===== src/rtl/simd_pred_cmp.sv =====
module simd_pred_cmp #(
  parameter int VEC_W = 512
) (
  input  logic               clk,
  input  logic               rst_n,
  input  logic               in_valid,
  input  logic [5:0]         op,
  input  logic [VEC_W-1:0]   a,
  input  logic [VEC_W-1:0]   b,
  output logic               out_valid,
  output logic [VEC_W/8-1:0] mask,
  output logic               illegal
);
  localparam int MW  = VEC_W / 8;
  localparam int N16 = VEC_W / 16;
  localparam int N32 = VEC_W / 32;

  function automatic logic int_rel(input logic [31:0] x, y, msb, input logic [2:0] rel);
    logic [31:0] xs, ys;
    xs = x ^ msb;
    ys = y ^ msb;
    case (rel)
      3'd0: int_rel = (x == y);
      3'd1: int_rel = (x != y);
      3'd2: int_rel = (xs < ys);
      3'd3: int_rel = (xs <= ys);
      3'd4: int_rel = (x < y);
      3'd5: int_rel = (x <= y);
      default: int_rel = 1'b0;
    endcase
  endfunction

  function automatic logic fp_rel(input logic [31:0] x, y, input logic dbl, input logic [2:0] rel);
    logic nx, ny, sx, sy, ord, eq, lt;
    logic [31:0] mx, my;
    nx = dbl ? (&x[30:23] && |x[22:0]) : (&x[14:10] && |x[9:0]);
    ny = dbl ? (&y[30:23] && |y[22:0]) : (&y[14:10] && |y[9:0]);
    sx = dbl ? x[31] : x[15];
    sy = dbl ? y[31] : y[15];
    mx = dbl ? {1'b0, x[30:0]} : {17'b0, x[14:0]};
    my = dbl ? {1'b0, y[30:0]} : {17'b0, y[14:0]};
    ord = !(nx || ny);
    eq  = (mx == 0 && my == 0) || (x == y);
    if (mx == 0 && my == 0) lt = 1'b0;
    else if (sx != sy)      lt = sx;
    else if (!sx)           lt = mx < my;
    else                    lt = mx > my;
    case (rel)
      3'd0: fp_rel = ord && eq;
      3'd1: fp_rel = ord && lt;
      3'd2: fp_rel = ord && (lt || eq);
      3'd3: fp_rel = !ord;
      3'd4: fp_rel = !ord || eq;
      3'd5: fp_rel = !ord || lt;
      3'd6: fp_rel = !ord || lt || eq;
      default: fp_rel = 1'b0;
    endcase
  endfunction

  wire [1:0] width = op[5:4];
  wire [3:0] rel   = op[3:0];
  wire       legal = (width != 2'd3) && (rel != 4'd6) && (rel != 4'd7) && (rel != 4'd15)
                     && !(rel[3] && width == 2'd0);

  logic [MW-1:0] m8, m16, m32, sel;

  for (genvar i = 0; i < MW; i++) begin : g_l8
    assign m8[i] = int_rel({24'b0, a[8*i +: 8]}, {24'b0, b[8*i +: 8]}, 32'h80, rel[2:0]);
  end

  for (genvar j = 0; j < N16; j++) begin : g_l16
    logic [31:0] x, y;
    logic        r;
    assign x = {16'b0, a[16*j +: 16]};
    assign y = {16'b0, b[16*j +: 16]};
    assign r = rel[3] ? fp_rel(x, y, 1'b0, rel[2:0]) : int_rel(x, y, 32'h8000, rel[2:0]);
    assign m16[2*j +: 2] = {2{r}};
  end

  for (genvar k = 0; k < N32; k++) begin : g_l32
    logic [31:0] x, y;
    logic        r;
    assign x = a[32*k +: 32];
    assign y = b[32*k +: 32];
    assign r = rel[3] ? fp_rel(x, y, 1'b1, rel[2:0]) : int_rel(x, y, 32'h8000_0000, rel[2:0]);
    assign m32[4*k +: 4] = {4{r}};
  end

  always_comb begin
    case (width)
      2'd0:    sel = m8;
      2'd1:    sel = m16;
      2'd2:    sel = m32;
      default: sel = '0;
    endcase
    if (!legal) sel = '0;
  end

  always_ff @(posedge clk or negedge rst_n) begin
    if (!rst_n) begin
      out_valid <= 1'b0;
      mask      <= '0;
      illegal   <= 1'b0;
    end else begin
      out_valid <= in_valid;
      if (in_valid) begin
        mask    <= sel;
        illegal <= !legal;
      end
    end
  end
endmodule


===== config.mk =====
export PLATFORM = sky130hd
export DESIGN_NAME = simd_pred_cmp
export DESIGN_NICKNAME = d
export VERILOG_FILES = /design/src/rtl/simd_pred_cmp.sv
export SDC_FILE = /design/constraint.sdc
export NUM_CORES = 2
export LEC_CHECK = 0
export CAP_MARGIN = 15
export CORE_AREA = 2 2 429 431
export CTS_CLUSTER_DIAMETER = 30
export CTS_CLUSTER_SIZE = 40
export DETAILED_ROUTE_END_ITERATION = 7
export DIE_AREA = 0 0 431 433
export SYNTH_ARGS = -nofsm -noshare
export SYNTH_HDL_FRONTEND = slang
export SYNTH_SLANG_ARGS = --single-unit

===== constraint.sdc =====
create_clock -name clk -period 1.1 [get_ports clk]
set_input_delay 0.165 -clock clk [delete_from_list [all_inputs] [get_ports clk]]
set_output_delay 0.165 -clock clk [all_outputs]
set_load 0.02 [all_outputs]

==> flow_summary.ini <==
[route]
wl_um = 260000
drt_iter0_drc = 3172
ant_nets = 0
first_pass_iters = 5
num_vias = 51400
drc = 0
avgViaCountPerCell = 5.04
wl_per_cell_um = 25.5

[timing]
fmax_mhz = 396
hold_viol = 0
holdWs_ps = 285
maxSlewHeadroom_pct = 43.5
fin_crit_sh_pct = 230
worstMarginPinSlew_ps = 845
fin_ws_ps = -1430
rsz0062_at_grt = yes
min_period_ps = 2530
finalSetupViolations = 120
maxSlewViolCount = 0
fin_skew_ps = 0

[layout]
nets = 9381
syn_to_final_growth_pct = 121
post_route_cells_drive_above_1_share_pct = 50.1
seq_area_sq_mm = 0.00166
n_fill_cell = 18700
multiInputGateArea_sq_mm = 0.0368

[die]
die_y_um = 433
fp.dieW_um = 431
start_util_pct = 17.5
core_area_sq_mm = 0.182
row_count = 157
dieArea_sq_mm = 0.187
io_pins = 1099

[clock_tree]
cts.sinks = 66
numCtsBuffers = 9
clkLatencyLatePin_ps = 380
htreeDepth = 3
clk_path_buf_depth = 2
root_buffer = clkbuf_16
cts_tree = yes
clk_pin_slew_ps = 70

[setup_path]
r2r_setup_slack_ps = -70
r2r_end = mask[29]
cp.arrival_ps = 2800
startpoint = b[43]
endpoint_kind = flop
crit_required_ps = 1370
crit_fanout = 2
worstSetupEndpoint = mask[6]
r2r_cells = 3
start_kind = input port
critPathKind = input port to flop
rr_startpoint = mask[29]

[run]
cap_viol_max_count = 0

[yosys]
synthCells = 4808
synth_area_leader_cell = ha_1
ys_types = 87
yosys_most_used_dff = dfrtp_1
seq_area_frac_synth_pct = 5.19
async_reset_ff_share_pct = 100
synth_most_common_cell = inv_1
yosys_warnings = 0
ys_top_cells_by_count = 694 x inv_1, 624 x ha_1, 430 x a21oi_1, 366 x nand2_1, 328 x nor2_1
synth_area_sq_mm = 0.0318
synth_top_area_share_pct = 24.5
synth_fp_nets = 6465
syn_area_per_cell_sq_um = 6.62
ys_seq_elements = 66
synthTopCellsByArea = ha_1 25%, inv_1 8.2%, a21oi_1 6.8%
synth_edf_count = 0

[power]
power_mw = 34.9
internal_power_mw = 18.9
switchingPower_mw = 16.0
irDropWorstVdd_mv = 0.760
pwr-share-seq_pct = 8.5
pwr-share-comb_pct = 81.3
swShare_pct = 45.8
cellPowerDensity_mw_per_mm2 = 496
leakage_nw = 32.2
p_clk_share_pct = 10.3

[global_routing]
grt_pass1_vias = 52100
grt_max_degree = 32
grt.total_usage_pct = 26.2
grt_overflow = 0
antenna_found_initial = 182
grt_pass1_wl_um = 358000

[outcome]
status = complete, but fails checks
violations = setup timing

[place]
port_buffers = 1098
hpwl_um = 221000
place.gp.congestion = 0.999

[hold_path]
hp-class = input port to async pin
## per-stage QoR
step           area, sq um  TNS [ps]  utilization (%)  cells  worst slack [ps]
2_1_floorplan        33600    -70890                -   4808             -1470
3_3_place_gp         60800   -133070             33.4   9833             -2400
3_5_place_dp         60800   -134980             33.4   9833             -2320
4_1_cts              67900    -76880             37.3  10100             -1440
5_1_grt              70300    -82520             38.6  10200             -1480
6_report             70300    -75380             38.6  10200             -1430
## final cells by class
| type | count | share of cell area [%] |
|---|---|---|
| multi-input combinational | 3949 | 52.3 |
| timing repair buffer | 3002 | 36.3 |
| clock buffer | 13 | 0.370 |
| tap | 2385 | 4.24 |
| inverter | 696 | 3.93 |
| sequential | 66 | 2.36 |
| antenna | 97 | 0.345 |
| clock inverter | 2 | 0.0854 |
## critical path: stages
cell and delay, ps:
clkdlybuf4s15_1 190, inv_1 70, ha_4 260, nand4_1 180
or3_4 440, or4_4 440, mux2i_1 140, a22oi_1 180
a31oi_2 120, a31o_1 220, a2111o_1 380
## cells in the final DEF, fill, tap and decap left out, types with 44 or more instances in the layout
| master | netlist | routed |
|---|---|---|
| and3_1 | 84 | 49 |
| nor4_2 | 5 | 47 |
| buf_6 | 0 | 151 |
| o22ai_1 | 64 | 59 |
| o21ai_0 | 266 | 183 |
| a31oi_1 | 71 | 48 |
| nand4_1 | 141 | 141 |
| a21o_1 | 63 | 61 |
| nor2b_1 | 69 | 56 |
| clkdlybuf4s15_2 | 0 | 64 |
| buf_2 | 4 | 182 |
| clkdlybuf4s50_1 | 0 | 57 |
| o211ai_1 | 64 | 64 |
| ha_4 | 0 | 333 |
| clkbuf_2 | 0 | 117 |
| nor2_1 | 328 | 257 |
| nor4_4 | 1 | 54 |
| buf_4 | 0 | 1786 |
| diode_2 | 0 | 97 |
| dlygate4sd2_1 | 0 | 320 |
| buf_12 | 0 | 119 |
| dlymetal6s2s_1 | 0 | 109 |
| nor3_2 | 0 | 45 |
| dfrtp_1 | 66 | 57 |
| or4_4 | 2 | 52 |
| nor3_1 | 176 | 113 |
| nand2_1 | 366 | 325 |
| o21ai_1 | 5 | 57 |
| o21a_1 | 45 | 44 |
| inv_2 | 0 | 187 |
| a21oi_2 | 0 | 84 |
| nand3_1 | 259 | 202 |
| inv_1 | 694 | 477 |
| a21oi_1 | 430 | 330 |
| ha_1 | 624 | 269 |
| clkdlybuf4s15_1 | 0 | 75 |
## logic make-up (layout without fill, tap and decap cells)
family                   Yosys count  count (layout)  share of synthesized area [%]
AND/OR/NAND/NOR                 1817            1817                           29.6
AO/OA/AOI/OAI                   1446            1446                           29.5
buffers and inverters            793            3713                           9.36
adder cells (fa/ha/maj)          624             624                           24.5
flip-flops                        66              66                           5.19
multiplexers                      47              47                           1.50
XOR/XNOR                          15              15                          0.413
other                              0              97                              0
## worst min path at each step
stage | startpoint | cells after the start | to | slack [ps]
6_report | rst_n | 2 | mask[20] | 290
3_3_place_gp | rst_n | 1 | mask[20] | 70
2_1_floorplan | rst_n | 0 | illegal | -130
3_5_place_dp | rst_n | 1 | mask[20] | 60
5_1_grt | rst_n | 2 | mask[20] | 280
4_1_cts | rst_n | 2 | mask[20] | 280
## repair_timing
action | CTS | global route
endpoints found under the setup margin | 131 | 130
setup buffers | 215 | 65
endpoints found under the hold margin | 66 | 0
gates cloned | 1 | 0
gates resized for setup | 3163 | 848
pin swaps | 698 | 395
hold buffers | 1 | 0
## metal layers
metal	wire length [um]	GRT usage, %	part of all wire, %
met4	14900	13.6	5.7
met2	127000	45.9	49
met1	103000	30.3	40
met3	15500	4.89	6.0
met5	193	0	0.074
## state kept, by name (all words and copies together) (netlist names)
| signal | flops |
|---|---|
| illegal | 1 |
| mask | 64 |
| out_valid | 1 |
## power by group through the flow
| stage | Sequential [mW] | Combinational, mW | Clock [mW] |
|---|---|---|---|
| after floorplan | 3.12 | 8.78 | 0 |
| final | 2.95 | 28.4 | 3.59 |
| after detailed placement | 2.98 | 24.2 | 0 |
| after CTS | 2.96 | 26.8 | 3.74 |
| after global placement | 2.98 | 24.0 | 0 |
| after global routing | 2.98 | 30.3 | 3.80 |
Note: power is estimated with default switching activity, not from simulation.
